**config.mk**
```make
export PLATFORM = sky130hd
export DESIGN_NAME = i2c_dual_target_slave
export DESIGN_NICKNAME = d
export VERILOG_FILES = /design/src/rtl/i2c_dts_pkg.sv /design/src/rtl/i2c_line_filter.sv /design/src/rtl/i2c_bus_cond.sv /design/src/rtl/i2c_dts_engine.sv /design/src/rtl/i2c_dual_target_slave.sv
export SDC_FILE = /design/constraint.sdc
export NUM_CORES = 1
export LEC_CHECK = 0
export ABC_AREA = 1
export BUFFER_PORTS_ARGS = -buffer_cell sky130_fd_sc_hd__buf_2
export CAP_MARGIN = 20
export CORE_MARGIN = 4
export CORE_UTILIZATION = 30
export DETAILED_ROUTE_END_ITERATION = 12
export GPL_ROUTABILITY_DRIVEN = 0
export SYNTH_ARGS = -nofsm -noshare
export SYNTH_HDL_FRONTEND = slang
export SYNTH_SLANG_ARGS = --single-unit
```
**constraint.sdc**
```tcl
create_clock -name clk_i -period 2.66 [get_ports clk_i]
set_clock_uncertainty 0.2 [all_clocks]
set_input_delay 0.532 -clock clk_i [delete_from_list [all_inputs] [get_ports clk_i]]
set_output_delay 0.532 -clock clk_i [all_outputs]
set_load 0.05 [all_outputs]
```
**src/rtl/i2c_dts_pkg.sv**
```systemverilog
package i2c_dts_pkg;
  localparam int unsigned BYTE_W  = 8;
  localparam int unsigned PFX_W   = 4;
  localparam int unsigned STRAP_W = BYTE_W - 1 - PFX_W;
  localparam int unsigned CNT_W   = $clog2(BYTE_W);

  localparam logic [PFX_W-1:0] TEMP_PFX = 4'b0011;
  localparam logic [PFX_W-1:0] MEM_PFX  = 4'b1010;

  typedef enum logic [3:0] {
    ST_IDLE,
    ST_ADDR,
    ST_AACK_W,
    ST_AACK,
    ST_WDATA,
    ST_WACK_W,
    ST_WACK,
    ST_RDATA,
    ST_MACK_W,
    ST_MACK,
    ST_HOLD
  } state_e;
endpackage

```
**src/rtl/i2c_line_filter.sv**
```systemverilog
module i2c_line_filter #(
  parameter int unsigned SYNC_N  = 2,
  parameter logic        RST_VAL = 1'b1
) (
  input  logic clk_i,
  input  logic rst_ni,
  input  logic line_i,
  output logic line_o
);
  // SYNC_N synchronizer flops plus one history flop for the 2-sample vote
  logic [SYNC_N:0] chain_q;

  always_ff @(posedge clk_i or negedge rst_ni) begin
    if (!rst_ni) begin
      chain_q <= {(SYNC_N+1){RST_VAL}};
      line_o  <= RST_VAL;
    end else begin
      chain_q <= {chain_q[SYNC_N-1:0], line_i};
      if (chain_q[SYNC_N] == chain_q[SYNC_N-1]) line_o <= chain_q[SYNC_N];
    end
  end
endmodule

```
**src/rtl/i2c_bus_cond.sv**
```systemverilog
module i2c_bus_cond (
  input  logic clk_i,
  input  logic rst_ni,
  input  logic scl_f_i,
  input  logic sda_f_i,
  output logic scl_rise_o,
  output logic scl_fall_o,
  output logic start_o,
  output logic stop_o
);
  logic scl_q, sda_q;

  always_ff @(posedge clk_i or negedge rst_ni) begin
    if (!rst_ni) begin
      scl_q <= 1'b1;
      sda_q <= 1'b1;
    end else begin
      scl_q <= scl_f_i;
      sda_q <= sda_f_i;
    end
  end

  assign scl_rise_o = scl_f_i & ~scl_q;
  assign scl_fall_o = ~scl_f_i & scl_q;
  assign start_o    = scl_q & scl_f_i & sda_q & ~sda_f_i;
  assign stop_o     = scl_q & scl_f_i & ~sda_q & sda_f_i;
endmodule

```
**src/rtl/i2c_dts_engine.sv**
```systemverilog
module i2c_dts_engine
  import i2c_dts_pkg::*;
(
  input  logic               clk_i,
  input  logic               rst_ni,
  input  logic               sda_f_i,
  input  logic               scl_rise_i,
  input  logic               scl_fall_i,
  input  logic               start_i,
  input  logic               stop_i,
  input  logic [STRAP_W-1:0] strap_i,
  input  logic [BYTE_W-1:0]  rd_data_i,
  output logic               sda_pull_o,
  output logic               target_o,
  output logic               rw_o,
  output logic               addr_hit_o,
  output logic               wr_valid_o,
  output logic [BYTE_W-1:0]  wr_data_o,
  output logic               rd_req_o
);
  state_e             st_q;
  logic [CNT_W-1:0]   cnt_q;
  logic [BYTE_W-2:0]  rx_q;
  logic [BYTE_W-2:0]  tx_q;
  logic               macked_q;

  logic [BYTE_W-1:0] rx_byte;
  logic [PFX_W-1:0]  pfx;
  logic              last_bit, addr_ok;

  assign rx_byte  = {rx_q, sda_f_i};
  assign pfx      = rx_byte[BYTE_W-1 -: PFX_W];
  assign last_bit = (cnt_q == CNT_W'(BYTE_W-1));
  assign addr_ok  = ((pfx == TEMP_PFX) || (pfx == MEM_PFX)) && (rx_byte[STRAP_W:1] == strap_i);

  always_ff @(posedge clk_i or negedge rst_ni) begin
    if (!rst_ni) begin
      st_q       <= ST_IDLE;
      cnt_q      <= '0;
      rx_q       <= '0;
      tx_q       <= '0;
      macked_q   <= 1'b0;
      sda_pull_o <= 1'b0;
      target_o   <= 1'b0;
      rw_o       <= 1'b0;
      addr_hit_o <= 1'b0;
      wr_valid_o <= 1'b0;
      wr_data_o  <= '0;
      rd_req_o   <= 1'b0;
    end else begin
      addr_hit_o <= 1'b0;
      wr_valid_o <= 1'b0;
      rd_req_o   <= 1'b0;
      if (stop_i) begin
        st_q       <= ST_IDLE;
        sda_pull_o <= 1'b0;
      end else if (start_i) begin
        st_q       <= ST_ADDR;
        cnt_q      <= '0;
        sda_pull_o <= 1'b0;
      end else begin
        unique case (st_q)
          ST_ADDR: if (scl_rise_i) begin
            rx_q <= rx_byte[BYTE_W-2:0];
            if (last_bit) begin
              if (addr_ok) begin
                addr_hit_o <= 1'b1;
                target_o   <= (pfx == MEM_PFX);
                rw_o       <= rx_byte[0];
                st_q       <= ST_AACK_W;
              end else begin
                st_q <= ST_HOLD;
              end
            end else cnt_q <= cnt_q + 1'b1;
          end
          ST_AACK_W: if (scl_fall_i) begin
            sda_pull_o <= 1'b1;
            st_q       <= ST_AACK;
          end
          ST_AACK: begin
            if (scl_rise_i && rw_o) rd_req_o <= 1'b1;
            if (scl_fall_i) begin
              cnt_q <= '0;
              if (rw_o) begin
                tx_q       <= rd_data_i[BYTE_W-2:0];
                sda_pull_o <= ~rd_data_i[BYTE_W-1];
                st_q       <= ST_RDATA;
              end else begin
                sda_pull_o <= 1'b0;
                st_q       <= ST_WDATA;
              end
            end
          end
          ST_WDATA: if (scl_rise_i) begin
            rx_q <= rx_byte[BYTE_W-2:0];
            if (last_bit) begin
              wr_valid_o <= 1'b1;
              wr_data_o  <= rx_byte;
              st_q       <= ST_WACK_W;
            end else cnt_q <= cnt_q + 1'b1;
          end
          ST_WACK_W: if (scl_fall_i) begin
            sda_pull_o <= 1'b1;
            st_q       <= ST_WACK;
          end
          ST_WACK: if (scl_fall_i) begin
            sda_pull_o <= 1'b0;
            cnt_q      <= '0;
            st_q       <= ST_WDATA;
          end
          ST_RDATA: begin
            if (scl_fall_i) begin
              sda_pull_o <= ~tx_q[BYTE_W-2];
              tx_q       <= {tx_q[BYTE_W-3:0], 1'b0};
            end
            if (scl_rise_i) begin
              if (last_bit) st_q <= ST_MACK_W;
              else          cnt_q <= cnt_q + 1'b1;
            end
          end
          ST_MACK_W: if (scl_fall_i) begin
            sda_pull_o <= 1'b0;
            st_q       <= ST_MACK;
          end
          ST_MACK: begin
            if (scl_rise_i) begin
              macked_q <= ~sda_f_i;
              if (!sda_f_i) rd_req_o <= 1'b1;
            end
            if (scl_fall_i) begin
              cnt_q <= '0;
              if (macked_q) begin
                tx_q       <= rd_data_i[BYTE_W-2:0];
                sda_pull_o <= ~rd_data_i[BYTE_W-1];
                st_q       <= ST_RDATA;
              end else begin
                st_q <= ST_HOLD;
              end
            end
          end
          default: ;
        endcase
      end
    end
  end
endmodule

```
**src/rtl/i2c_dual_target_slave.sv**
```systemverilog
module i2c_dual_target_slave
  import i2c_dts_pkg::*;
#(
  parameter int unsigned SYNC_N = 2
) (
  input  logic               clk_i,
  input  logic               rst_ni,
  input  logic               scl_i,
  input  logic               sda_i,
  input  logic [STRAP_W-1:0] strap_i,
  input  logic [BYTE_W-1:0]  rd_data_i,
  output logic               sda_pull_o,
  output logic               target_o,
  output logic               rw_o,
  output logic               addr_hit_o,
  output logic               wr_valid_o,
  output logic [BYTE_W-1:0]  wr_data_o,
  output logic               rd_req_o
);
  localparam int unsigned N_LINES = 2;

  logic [N_LINES-1:0] line_raw, line_f;
  logic scl_f, sda_f;
  logic scl_rise, scl_fall, start_evt, stop_evt;

  assign line_raw = {sda_i, scl_i};
  assign scl_f    = line_f[0];
  assign sda_f    = line_f[1];

  for (genvar g = 0; g < N_LINES; g++) begin : g_line
    i2c_line_filter #(.SYNC_N(SYNC_N), .RST_VAL(1'b1)) u_filt (
      .clk_i  (clk_i),
      .rst_ni (rst_ni),
      .line_i (line_raw[g]),
      .line_o (line_f[g])
    );
  end

  i2c_bus_cond u_cond (
    .clk_i      (clk_i),
    .rst_ni     (rst_ni),
    .scl_f_i    (scl_f),
    .sda_f_i    (sda_f),
    .scl_rise_o (scl_rise),
    .scl_fall_o (scl_fall),
    .start_o    (start_evt),
    .stop_o     (stop_evt)
  );

  i2c_dts_engine u_eng (
    .clk_i      (clk_i),
    .rst_ni     (rst_ni),
    .sda_f_i    (sda_f),
    .scl_rise_i (scl_rise),
    .scl_fall_i (scl_fall),
    .start_i    (start_evt),
    .stop_i     (stop_evt),
    .strap_i    (strap_i),
    .rd_data_i  (rd_data_i),
    .sda_pull_o (sda_pull_o),
    .target_o   (target_o),
    .rw_o       (rw_o),
    .addr_hit_o (addr_hit_o),
    .wr_valid_o (wr_valid_o),
    .wr_data_o  (wr_data_o),
    .rd_req_o   (rd_req_o)
  );
endmodule

```
==> reports/summary.md <==
The flow ran to the end, and the final reports show no timing, DRC or antenna violations. TritonCTS built the clock tree. The total detailed-routing wirelength was 4600 um.

The class of the tightest hold or removal check was input port to async pin. For the worst-case headroom to the max-slew limit, the log shows 0.596. Traced cell by cell, the critical path runs through inv_1 -> nor2_2 -> nand2_4 -> clkinv_2 -> a21oi_2 -> nor3_4 -> nand3_1 -> o21ai_1. The minimum clock period was 1950 ps; the number of standard-cell rows in the floorplan was 31. The overall die area is 0.00896 mm^2. Path type of the worst setup path: flip-flop to flip-flop.

The top cell types in the final layout, fill and taps aside, are nand2_1 (82), dfrtp_1 (36), buf_2 (28). The number of nets handed over by synthesis was 292. The part of the Yosys area used for sequential elements is 0.516. The clock-pin slew on the worst setup and hold paths was 90 ps; the total leakage power was 1.34 nW.

After clock tree synthesis, the flow added hold-fix buffers numbering 0. Counting the buffers created by CTS gives 5. For the post-route setup TNS, the log shows 0 ps.

Total power per unit cell area: 891 mW/mm^2. The tools report the maximum clock insertion buffer count as 2. The mapped cell area was 0.00225 mm^2. On the final layout, the worst hold slack is 104 ps. For this run, the slowest stage of the critical path takes 470 ps. The total congestion overflow after global routing is 0, and the die outline height is 94.7 um. The worst reg2reg path depth is 8. The tool flagged a number of max-cap violations equal to 0. The number of antenna violations at the first check in global routing came out at 0. After technology mapping, the gate count stands at 275. During placement, the flow inserted port buffers numbering 28. Setup repair after global routing left no endpoint under its margin.

The library cell used most frequently in the layout, excluding fill and tap cells, is nand2_1. The fraction of layout cells with a size suffix above 1 was 0.244. The core region is 0.00729 mm^2. For the count of final max-slew check failures, the log shows 0.

Setup violations remaining at the end of the flow were counted as 0. Compared with the post-synthesis result, the final layout area differs by 15.2%. The largest fanout of any net on the critical path works out to 14. In the routed layout, each cell is associated on average with a via count of 4.59.

The tools report the clock root buffer master as clkbuf_8. The worst setup path is launched from a flip-flop. During synthesis, Yosys emitted a total of 0 warnings.

The post-route clock period utilization was 0.733; the worst supply voltage drop on vdd was 0.350 mV. In this run the post-CTS setup repair buffer count came out at 0. In the final design database the tool counted 324 nets. Post-CTS repair changed the size of 0 cells. The repair_antennas step left the layout with diodes totalling 0. The effective utilization at floorplan came out at 0.309.

The first routing iteration left 131 violations. From left edge to right edge, the die measures 94.7 um. For the DRC violation count after routing, the log shows 0. The logs give 0.112 for the global-route usage over all layers and 2690 ps for the data required time at the worst endpoint. The startpoint identified for the worst register-to-register timing path is u_eng.st_q[0].

For the pin with the worst max-slew slack, the measured transition is 603 ps. In this run the count of I/O pins placed on the die edge is 29. The number of logic stages on the critical path including buffering was 8; the global-route wire length before repair was 7960 um. The H-tree generated during clock tree synthesis spans 2 levels.

Dividing the detail-routed wire length by the instance count gives 11.3 um. Clock latency on the worst-skew pair, taken at its later pin, is 300 ps. The endpoint identified for the worst register-to-register timing path is u_eng.tx_q[0].

The number of buffers and inverters on the critical path is 2. For this run, the top clock speed supported by timing is 513 MHz. Entering global routing, the biggest net connects 47 pins. The number of vias in the routed layout was 1867. Averaged over all synthesized cells, the footprint is 8.19 um^2. The final hold violation count was 0; the clock sink count was 46.

Data on the critical path arrives at its endpoint at 1980 ps. The flip-flop and latch count after synthesis is 46. The category of cells accounting for the largest share of critical-path delay is simple AND/OR/NAND/NOR gates.

The wire-length estimate of the detail-placed layout is 3460 um. Before antenna repair, the detailed router went through 4 iterations. The run gives 33 as the count of different cell masters after synthesis. STA classifies the critical path endpoint as a flip-flop. On the critical path, the stage with the largest delay is an instance of nor3_4. Across all register-to-register paths, the minimum setup slack is 710 ps. For the via count of the first global-routing pass, the log shows 1749. The antenna violation net count after detailed routing is 0.
==> where the power goes <==
group,total (mW),switching (mW),internal (mW)
sequential,0.956,0.106,0.851
clock,0.456,0.241,0.215
combinational,0.899,0.595,0.304
total,2.31,0.941,1.37
==> kinds of logic (layout without fill, tap and decap cells) <==
logic type,after synthesis,count (layout),share of synthesized area
xor gates and xnor gates,1,1,0.00389
AOI/OAI and AO/OA,42,42,0.105
DFF,46,46,0.516
adders and majority gates,4,4,0.0200
and+or+nand+nor,142,142,0.283
buffers and inverters,40,73,0.0716
==> Yosys cell counts <==
| master | number | area, um^2 |
|---|---|---|
| nand2_1 | 82 | 308 |
| o21ai_1 | 23 | 115 |
| clkinv_2 | 1 | 5.00 |
| o22ai_1 | 1 | 6.26 |
| xor2_1 | 1 | 8.76 |
| nand2_4 | 1 | 11.3 |
| nand3_1 | 14 | 70.1 |
| nand3_2 | 1 | 10.0 |
| a21oi_2 | 1 | 8.76 |
| buf_2 | 2 | 10.0 |
| buf_6 | 1 | 11.3 |
| maj3_1 | 2 | 20.0 |
| o31ai_1 | 1 | 7.51 |
| nor3_4 | 1 | 16.3 |
| o21ai_0 | 7 | 35.0 |
| nor2_2 | 5 | 31.3 |
| inv_1 | 27 | 101 |
| nor2_4 | 2 | 22.5 |
| clkbuf_1 | 1 | 3.75 |
| dfrtp_1 | 36 | 901 |
| nor2_1 | 24 | 90.1 |
| nand4_1 | 2 | 12.5 |
| nand3b_1 | 2 | 15.0 |
| o21a_1 | 1 | 7.51 |
| o21ai_2 | 3 | 26.3 |
| dfstp_2 | 10 | 263 |
| nand2_2 | 5 | 31.3 |
| inv_2 | 8 | 30.0 |
| nor3_1 | 2 | 10.0 |
| a21oi_1 | 3 | 15.0 |
| nor3_2 | 1 | 10.0 |
| ha_1 | 2 | 25.0 |
| o211ai_1 | 2 | 15.0 |
==> registers in the layout (all words and copies together), names as in the netlist, 2 cells and up <==
register and cells:
u_eng.st_q 4, g_line.u_filt.line_o 2, g_line.u_filt.chain_q 6, u_eng.wr_data_o 8, u_eng.tx_q 7, u_eng.rx_q 7, u_eng.cnt_q 3
==> worst max path at each step <==
stage	from	slack, ps	to
finish	u_eng.st_q[0]	710	u_eng.tx_q[0]
global route	u_eng.st_q[0]	510	u_eng.tx_q[0]
CTS	u_eng.st_q[0]	710	u_eng.tx_q[0]
detailed placement	u_eng.st_q[3]	740	u_eng.tx_q[0]
global placement	u_eng.st_q[3]	760	u_eng.tx_q[0]
floorplan	g_line[0].u_filt.line_o	1040	u_eng.wr_data_o[5]
==> area by class of cell <==
class | instances | area, um^2
well taps | 99 | 124
clock buffers | 7 | 86.3
multi-input cells | 189 | 928
inverters | 36 | 136
flip-flops and latches | 46 | 1160
repair buffers | 29 | 148
fillers | 800 | 4700
clock inverters | 1 | 8.76
==> worst reg2reg max path, stage by stage, from the launching register on <==
cell      delay [ps]
dfrtp_1          440
inv_1             90
nor2_2           210
nand2_4          110
clkinv_2          80
a21oi_2           50
nor3_4           480
nand3_1          130
o21ai_1          100
==> layer usage <==
layer  routed length, um  global-route usage  vias to the layer above  part of all wire
met5                   0                   0                        -                 0
met4                 110              0.0493                        0             0.024
met3                 248              0.0231                       11             0.054
met2                2180               0.189                       57              0.47
met1                2060               0.138                      867              0.45
li1                    -                   -                      932                 -
==> per-stage QoR <==
stage / utilization / total power, mW / cell area, um^2 / worst slack [ps] / cells
2_1_floorplan: - / 1.66 / 2250 / 1040 / 275
5_1_grt: 0.356 / 2.51 / 2590 / 507 / 407
3_3_place_gp: 0.343 / 1.85 / 2500 / 756 / 399
3_5_place_dp: 0.343 / 1.86 / 2500 / 742 / 399
4_1_cts: 0.356 / 2.33 / 2590 / 710 / 407
6_report: 0.356 / 2.31 / 2590 / 709 / 407
Note: power is estimated with default switching activity, not from simulation.
